--- src/rtl/ep_regs_pkg.sv ---
package ep_regs_pkg;

    localparam int REG_W = 32;
    localparam int OFS_W = 5;

    // control word bits
    localparam int EN_BIT  = 31;
    localparam int DIS_BIT = 30;
    localparam logic [REG_W-1:0] CTRL_STROBES = 32'h4C00_0000;  // 30, 27, 26

    // interrupt flag positions
    localparam int F_DONE    = 0;
    localparam int F_DIS     = 1;
    localparam int F_BUSERR  = 2;
    localparam int F_SETUPTO = 3;
    localparam int F_TXEMPTY = 7;
    localparam int F_NOBUF   = 9;
    localparam logic [REG_W-1:0] FLAG_MASK = 32'h0000_028F;

    // register offsets inside the 32-byte window
    localparam logic [OFS_W-1:0] OFS_CTRL = 5'h00;
    localparam logic [OFS_W-1:0] OFS_FLAG = 5'h08;
    localparam logic [OFS_W-1:0] OFS_SIZE = 5'h10;

    typedef struct packed {
        logic ctrl;
        logic flag;
        logic size;
    } reg_sel_t;

    typedef struct packed {
        logic done;
        logic dis;
        logic buserr;
        logic setupto;
        logic txempty;
        logic nobuf;
    } flag_set_t;

    function automatic int win_base(bit is_in, int idx);
        return (is_in ? 32'h900 : 32'hB00) + idx * (1 << OFS_W);
    endfunction

    function automatic logic [REG_W-1:0] flag_vec(flag_set_t s);
        logic [REG_W-1:0] v;
        v = '0;
        v[F_DONE]    = s.done;
        v[F_DIS]     = s.dis;
        v[F_BUSERR]  = s.buserr;
        v[F_SETUPTO] = s.setupto;
        v[F_TXEMPTY] = s.txempty;
        v[F_NOBUF]   = s.nobuf;
        return v;
    endfunction

endpackage

--- src/rtl/ep_ctrl_reg.sv ---
module ep_ctrl_reg
    import ep_regs_pkg::*;
(
    input  logic             clk,
    input  logic             rst,
    input  logic             wr,
    input  logic [REG_W-1:0] wdata,
    input  logic             cmpl,
    output logic [REG_W-1:0] ctrl_q,
    output logic             dis_evt
);

    logic [REG_W-1:0] ctrl_d;

    // disable command only counts as an event when the endpoint is live
    assign dis_evt = wr && wdata[DIS_BIT] && ctrl_q[EN_BIT];

    always_comb begin
        ctrl_d = ctrl_q;
        if (wr) begin
            ctrl_d         = wdata & ~CTRL_STROBES;
            ctrl_d[EN_BIT] = wdata[EN_BIT] && !wdata[DIS_BIT];
        end
        if (cmpl) begin
            ctrl_d[EN_BIT] = 1'b0;
        end
    end

    always_ff @(posedge clk) begin
        if (rst) begin
            ctrl_q <= '0;
        end else begin
            ctrl_q <= ctrl_d;
        end
    end

endmodule

--- src/rtl/ep_flag_reg.sv ---
module ep_flag_reg
    import ep_regs_pkg::*;
(
    input  logic             clk,
    input  logic             rst,
    input  logic             clr_wr,
    input  logic [REG_W-1:0] wdata,
    input  flag_set_t        set,
    output logic [REG_W-1:0] flag_q
);

    logic [REG_W-1:0] clr_mask;
    logic [REG_W-1:0] flag_d;

    assign clr_mask = clr_wr ? (wdata & FLAG_MASK) : '0;
    // a set in the same cycle overrides a clear
    assign flag_d   = ((flag_q & ~clr_mask) | flag_vec(set)) & FLAG_MASK;

    always_ff @(posedge clk) begin
        if (rst) begin
            flag_q <= '0;
        end else begin
            flag_q <= flag_d;
        end
    end

endmodule

--- src/rtl/ep_size_reg.sv ---
module ep_size_reg
    import ep_regs_pkg::*;
#(
    parameter int CNT_W = 19
) (
    input  logic             clk,
    input  logic             rst,
    input  logic             wr,
    input  logic [REG_W-1:0] wdata,
    input  logic             dec,
    input  logic [CNT_W-1:0] bytes,
    output logic [REG_W-1:0] size_q,
    output logic [CNT_W-1:0] remain,
    output logic             fits
);

    localparam int PAD_W = REG_W - CNT_W;

    assign remain = size_q[CNT_W-1:0];
    assign fits   = (bytes <= remain);

    always_ff @(posedge clk) begin
        if (rst) begin
            size_q <= '0;
        end else if (wr) begin
            size_q <= wdata;
        end else if (dec) begin
            size_q <= size_q - {{PAD_W{1'b0}}, bytes};
        end
    end

endmodule

--- src/rtl/ep_regs.sv ---
module ep_regs
    import ep_regs_pkg::*;
#(
    parameter bit IS_IN    = 1'b0,
    parameter int EP_INDEX = 1,
    parameter int ADDR_W   = 12,
    parameter int CNT_W    = 19
) (
    input  logic              clk,
    input  logic              rst,
    input  logic              bus_wr,
    input  logic [ADDR_W-1:0] bus_addr,
    input  logic [REG_W-1:0]  bus_wdata,
    output logic [REG_W-1:0]  bus_rdata,
    input  logic              xfer_done,
    input  logic [CNT_W-1:0]  xfer_bytes,
    input  logic [2:0]        side_evt,
    output logic              ep_enable,
    output logic              ep_pending,
    output logic [CNT_W-1:0]  xfer_len
);

    localparam logic [ADDR_W-1:0] BASE = ADDR_W'(win_base(IS_IN, EP_INDEX));

    logic             in_win;
    logic [OFS_W-1:0] ofs;
    reg_sel_t         wsel;
    logic [REG_W-1:0] ctrl_q;
    logic [REG_W-1:0] flag_q;
    logic [REG_W-1:0] size_q;
    logic             dis_evt;
    logic             fits;
    logic             accept;
    flag_set_t        fset;

    assign in_win = (bus_addr[ADDR_W-1:OFS_W] == BASE[ADDR_W-1:OFS_W]);
    assign ofs    = bus_addr[OFS_W-1:0];

    assign wsel.ctrl = bus_wr && in_win && (ofs == OFS_CTRL);
    assign wsel.flag = bus_wr && in_win && (ofs == OFS_FLAG);
    assign wsel.size = bus_wr && in_win && (ofs == OFS_SIZE);

    // completion is taken only by a live endpoint; OUT must also fit
    generate
        if (IS_IN) begin : g_in
            assign accept = xfer_done && ctrl_q[EN_BIT];
        end else begin : g_out
            assign accept = xfer_done && ctrl_q[EN_BIT] && fits;
        end
    endgenerate

    assign fset.done    = accept;
    assign fset.dis     = dis_evt;
    assign fset.buserr  = side_evt[0];
    assign fset.setupto = side_evt[1];
    assign fset.txempty = accept && IS_IN;
    assign fset.nobuf   = side_evt[2];

    ep_ctrl_reg u_ctrl (
        .clk     (clk),
        .rst     (rst),
        .wr      (wsel.ctrl),
        .wdata   (bus_wdata),
        .cmpl    (accept),
        .ctrl_q  (ctrl_q),
        .dis_evt (dis_evt)
    );

    ep_flag_reg u_flag (
        .clk    (clk),
        .rst    (rst),
        .clr_wr (wsel.flag),
        .wdata  (bus_wdata),
        .set    (fset),
        .flag_q (flag_q)
    );

    ep_size_reg #(.CNT_W(CNT_W)) u_size (
        .clk    (clk),
        .rst    (rst),
        .wr     (wsel.size),
        .wdata  (bus_wdata),
        .dec    (accept && !IS_IN),
        .bytes  (xfer_bytes),
        .size_q (size_q),
        .remain (xfer_len),
        .fits   (fits)
    );

    always_comb begin
        bus_rdata = '0;
        if (in_win) begin
            case (ofs)
                OFS_CTRL: bus_rdata = ctrl_q;
                OFS_FLAG: bus_rdata = flag_q;
                OFS_SIZE: bus_rdata = size_q;
                default:  bus_rdata = '0;
            endcase
        end
    end

    assign ep_enable  = ctrl_q[EN_BIT];
    assign ep_pending = |flag_q;

endmodule

--- config.mk ---
export PLATFORM = sky130hd
export DESIGN_NAME = ep_regs
export DESIGN_NICKNAME = d
export VERILOG_FILES = /design/src/rtl/ep_regs_pkg.sv /design/src/rtl/ep_ctrl_reg.sv /design/src/rtl/ep_flag_reg.sv /design/src/rtl/ep_size_reg.sv /design/src/rtl/ep_regs.sv
export SDC_FILE = /design/constraint.sdc
export NUM_CORES = 1
export LEC_CHECK = 0
export BUFFER_PORTS_ARGS = -buffer_cell sky130_fd_sc_hd__buf_2
export CAP_MARGIN = 10
export CORE_AREA = 3 3 126 98
export CTS_BUF_LIST = sky130_fd_sc_hd__clkbuf_16
export DETAILED_ROUTE_END_ITERATION = 7
export DIE_AREA = 0 0 129 101
export GPL_ROUTABILITY_DRIVEN = 0
export GPL_TIMING_DRIVEN = 1
export PLACE_DENSITY = 0.82
export SYNTH_ARGS = -nofsm -noshare
export SYNTH_HDL_FRONTEND = slang
export SYNTH_HIERARCHICAL = 1
export SYNTH_SLANG_ARGS = --single-unit
export TNS_END_PERCENT = 50
--- constraint.sdc ---
create_clock -name clk -period 5.1 [get_ports clk]
set_input_delay 0.255 -clock clk [delete_from_list [all_inputs] [get_ports clk]]
set_output_delay 0.255 -clock clk [all_outputs]
set_load 0.005 [all_outputs]
After elaboration in Yosys (flattened, before gate mapping) --
Cells that the tools add are included.
Operators by class: mux-type cells 5, order comparisons 1, $add $sub $neg 1, bitwise operators 3, eq/ne operators 3, reduce and logical (&&, ||, !) cells 14
Operator list (count):
- $mux W32 | 3
- $pmux W32 S3 | 1
- $reduce_or A32 Y1 | 1
- $sub A32 B19 Y32 | 1
- $le A19 B19 Y1 | 1
- $and A10 B10 Y10 | 1
- $mux W10 | 1
- $not A10 Y10 | 1
- $or A10 B10 Y10 | 1
- $logic_and A1 B1 Y1 | 9
- $eq A7 B7 Y1 const B | 1
- $eq A5 B4 Y1 const B | 1
- $eq A5 B5 Y1 const B | 1
- $logic_not A5 Y1 | 1
- $reduce_bool A2 Y1 | 1
- $reduce_or A2 Y1 | 1
- $logic_not A1 Y1 | 1
Storage, ports and cells: logic and storage cells 31, flip-flop bits (word level) 67, bits of input ports 70

Depth between registers and ports, before layout --
depth in word-level cells 7, gate-level depth with buffers 16

Cells and area by module --
Netlist, hierarchy kept.
By module, submodules not included:
- ep_size_reg | cells an instance 476, instances 1, area each 3552.2 um^2, sequential area each 640.6 um^2
- ep_ctrl_reg | cells an instance 100, instances 1, area each 1101.1 um^2, sequential area each 580.6 um^2
- ep_regs | cells an instance 139, instances 1, area each 1047.3 um^2, sequential area each 0.0 um^2
- ep_flag_reg | cells an instance 51, instances 1, area each 416.6 um^2, sequential area each 120.1 um^2

Worst setup path after synthesis --
No wires, ideal clock.
kind reg2reg, from register u_size.size_q[17], to register u_size.size_q[31], setup slack 1.661 ns, data arrival time 3.348 ns, stages on the path, launching flop included 13, setup time 0.091 ns, path buffers 1, cell sequence dfxtp_1 > ha_1 > clkbuf_1 > nand4_1 > or4_1 > o22ai_1 > and3_1 > nor2b_1 > o211ai_1 > a21o_1 > or4_1 > or3_1 > a311oi_1
On the way: cells in the longest elaborated chain, start to end 3, elaborated cells on any way between the ends 6
Ends and longest elaborated chain:
- from (decl) | RTL line ep_size_reg.sv:12 | output logic [REG_W-1:0] size_q,
- from (signal assigned) | RTL line ep_size_reg.sv:26 | size_q <= wdata;
- from (signal assigned) | RTL line ep_size_reg.sv:28 | size_q <= size_q - {{PAD_W{1'b0}}, bytes};
- $le A19 B19 Y1 | RTL line ep_size_reg.sv:20 | assign fits = (bytes <= remain);
- via fits | RTL line ep_regs.sv:32 | logic fits;
- $logic_and A1 B1 Y1 | RTL line ep_regs.sv:48 | assign accept = xfer_done && ctrl_q[EN_BIT] && fits;
- via accept | RTL line ep_regs.sv:33 | logic accept;
- $reduce_bool A2 Y1 (no line)
The timed path passes the listed nets, and every way through them passes these cells. The select of a mux whose other input is x is not followed. A chain may end at the register's enable or synchronous reset.

Worst setup path in the final report --
from register u_size.size_q[8], to register u_size.size_q[31]
Same word-level chain as after synthesis.

==> run_results.csv <==
group,metric,value,unit
global_route,overall_track_demand_over_capacity_in_global_routing,0.280,
global_route,globalRoute.totalOverflow,0,
power,vdd_drop_max,0.000196,V
logic_synthesis,synth-xor-area-share,0.0100,
logic_synthesis,synth_enable_flop_cells,0,
setup_path,cp_max_fo,9,
placement,place.port_buffers,122,
setup_path,worst_ep_arrival_time,4.00,ns
power,power.density,198,nW/um^2
logic_synthesis,postSynth.asyncResetShare,0,
power,total_leakage_power,2.83,nW
routing,detail-route-antenna-nets,0,
clock_tree,cts.path.max_buffers,2,
logic_synthesis,yosys_warnings,6,
timing,number_of_setup_violations_in_the_final_report,0,
clock_tree,cts_htree_levels,3,
routing,route.vias.total,6155,
timing,max-slew-margin-rel,0.211,
logic_synthesis,synth_top_area_share,0.219,
clock_tree,clock_tree.root_cell,"clkbuf_16",
setup_path,path_class,"reg2reg",
logic_synthesis,synth_area,6120,um^2
clock_tree,clock_sinks,67,
logic_synthesis,post_synth_fa_ha_maj_area_fraction,0.0810,
global_route,largest_net_degree_at_the_start_of_global_routing,58,
clock_tree,clock_insertion_delay_worst_skew,0.33,ns
logic_synthesis,synth-compound-area-share,0.241,
timing,unrepaired_setup_endpoints_after_global_routing,"no",
min_path,hold-path-cell-count,2,
logic_synthesis,synth_simple_gate_area_frac,0.199,
setup_path,slowest_delay,0.49,ns
global_route,grt_first_pass_wirelength,29000,um
min_path,hp-class,"in2reg",
setup_path,crit_path_frequent_cell,"and3_1",
min_path,hold_path_end,"u_flag/flag_q[2]",
setup_path,crit-reg2reg-capture,"u_size/size_q[31]",
timing,final-max-slew-violation-count,0,
logic_synthesis,synth.mux.area_fraction,0.110,
logic_synthesis,dominant_cell_type_by_area_after_synthesis,"dfxtp_1",
floorplanning,die_h,101,um
floorplanning,core-area,11300,um^2
timing,max_slew.worst_pin.slew,1.15,ns
finish,num_antenna_cells,0,
timing,setup_total_negative_slack,0,ns
min_path,min_from,"bus_wdata[2]",
finish,drive_above_1_share,0.202,
logic_synthesis,synth_seq_area_share,0.219,
placement,preCtsSetupSlack,1.39,ns
global_route,antenna_found_initial,0,
setup_path,rr_startpoint,"u_size/size_q[8]",
finish,area.growth.synth_to_final,10.2,%
setup_path,r2r_setup_slack,1.35,ns
clock_tree,tritoncts,"built",
timing,timing.final.ws_setup,1.35,ns
logic_synthesis,post_synth.cell_area_avg,7.99,um^2
floorplanning,io_pins,123,
logic_synthesis,dominant_combinational_cell_family_by_area_after_synthesis,"compound AO/OA/AOI/OAI gates",
routing,drt_iter0_markers,747,
routing,number_of_detailed_routing_iterations_run_before_antenna_repair,6,
floorplanning,die_width,129,um
clock_tree,post_cts_buffers,0,
floorplanning,area_of_the_die,13000,um^2
floorplanning,num_rows,34,
timing,timing.final.crit_share,0.736,
timing,timing.final.hold_violations,0,
routing,avgRoutedWirePerCell,19.0,um
clock_tree,tritoncts.num_buffers,9,
finish,nets,944,
placement,dpl.hpwl,14100,um
timing,clock_skew,0.00792,ns
setup_path,worst_setup_path_end_kind,"register",
setup_path,timing.critical_path.slowest_stage_cell,"or4_1",
routing,total_length_of_routed_wires,18700,um
logic_synthesis,synthTopCellsByArea,"dfxtp_1, ha_1, nor2_1, buf_4, mux2_1",
timing,maximum_frequency_from_static_timing_analysis,267,MHz
logic_synthesis,post_synth_inst_count,766,
setup_path,timing.critical_path.cells,"ha_1, and3_1, and3_4, nand3_1, o311ai_0, o22ai_1, and3_1, nor2b_1, o211ai_1, a21o_1, or4_1, or3_1, a311oi_1",
clock_tree,post_cts_resized,0,
clock_tree,cts_hold_repair.buffers,0,
outcome,run_status,"finished, final reports clean",
run,cap_violations,0,
global_route,number_of_global_route_vias_before_repair,5564,
logic_synthesis,synth-main-ff-cell,"dfxtp_1",
timing,timing.final.crit_period,3.75,ns
routing,route.detailed.vias_per_inst,6.26,
routing,remaining_drc_errors,0,
clock_tree,clk_pin_slew_worst_paths,0.06,ns
setup_path,worst-endpoint-required,5.34,ns
floorplanning,floorplan.initialDensity,0.541,
setup_path,critical_path.startpoint_type,"register",
logic_synthesis,synth-seq-cells,67,
logic_synthesis,synth_cell_type_count,76,
setup_path,ff2ff_path_depth,13,
power by group:
part | total (mW) | internal (mW) | switching, mW
registers | 0.528 | 0.526 | 0.00191
clock network | 0.653 | 0.422 | 0.230
logic | 0.154 | 0.0563 | 0.0979
worst max path at each step:
stage                           start                 to  slack (ns)
CTS                  u_size/size_q[8]  u_size/size_q[31]        1.44
finish               u_size/size_q[8]  u_size/size_q[31]        1.35
floorplan           u_size/size_q[17]  u_size/size_q[31]        1.66
global route        u_size/size_q[18]  u_size/size_q[31]        1.10
global placement       xfer_bytes[18]  u_size/size_q[31]        1.57
detailed placement     xfer_bytes[18]  u_size/size_q[27]        1.39
through the flow:
step	util	area [um^2]	power [mW]	std cells	hold WS (ns)
3_5_place_dp	0.569	6430	0.685	968	0.477
6_report	0.596	6740	1.33	984	0.173
2_1_floorplan	-	6220	0.644	794	0.333
3_3_place_gp	0.569	6430	0.685	968	0.465
4_1_cts	0.596	6740	1.33	984	0.162
5_1_grt	0.596	6740	1.38	984	0.166
area by class of cell:
| cell class | count | area (um^2) |
|---|---|---|
| clock buffers | 9 | 225 |
| fillers | 1065 | 4570 |
| clock inverters | 7 | 85.1 |
| flip-flops and latches | 67 | 1340 |
| well taps | 144 | 180 |
| multi-input cells | 576 | 4050 |
| repair buffers | 130 | 671 |
| inverters | 51 | 191 |
logic make-up after synthesis:
logic type	after synthesis
and+or+nand+nor	237
other	3
DFF	67
muxes	63
buffers and inverters	151
adders and majority gates	39
AOI/OAI and AO/OA	199
xor gates and xnor gates	7
registers in the layout, summed over array words and instances, names as in the netlist:
signal and count:
u_ctrl/ctrl_q 29, u_flag/flag_q 6, u_size/size_q 32
cells in the mapped netlist (4+ instances only):
cell type  instances
a211oi_1          12
a21o_1            14
a21oi_1           31
a311oi_1          13
a31oi_1           11
a32oi_1           34
and3_1             6
buf_2             17
buf_4             49
buf_6              7
clkbuf_1          24
dfxtp_1           67
ha_1              38
inv_1             50
mux2_1            28
mux2_2             4
mux2i_1           31
nand2_1           24
nand3_1           13
nand4_1            9
nor2_1           103
nor2b_1            9
nor3_1            15
nor4_1            12
o211ai_1           5
o21a_1             9
o21ai_0           28
o21ai_1            5
o31ai_1            6
or3_1             11
or4_1             10
xor2_1             4
layout by cell type, fill, tap and decap left out, types with 10 or more instances in the layout:
| master | count |
|---|---|
| a32oi_1 | 34 |
| a21o_1 | 14 |
| ha_1 | 38 |
| nand2_1 | 24 |
| dfxtp_1 | 67 |
| a21oi_1 | 31 |
| a31oi_1 | 11 |
| o21ai_0 | 28 |
| conb_1 | 31 |
| nor4_1 | 12 |
| inv_1 | 52 |
| nand3_1 | 13 |
| buf_2 | 122 |
| mux2_1 | 28 |
| nor3_1 | 15 |
| or4_1 | 10 |
| nor2_1 | 102 |
| mux2i_1 | 31 |
| or3_1 | 11 |
| a211oi_1 | 12 |
| a311oi_1 | 13 |
critical path, delay by kind of cell, from the launching register on:
kind            cells  cell delay, ns
simple gates        7            1.95
compound gates      5            0.92
flops               1            0.42
fa+ha+maj           1            0.36
metal layers:
metal | vias up | track usage | share of wire
li1 | 2878 | - | -
met1 | 2865 | 0.384 | 0.42
met2 | 364 | 0.437 | 0.45
met3 | 48 | 0.0636 | 0.099
met4 | 0 | 0.0896 | 0.028
met5 | - | 0 | 0
Note: power is estimated with default switching activity, not from simulation.
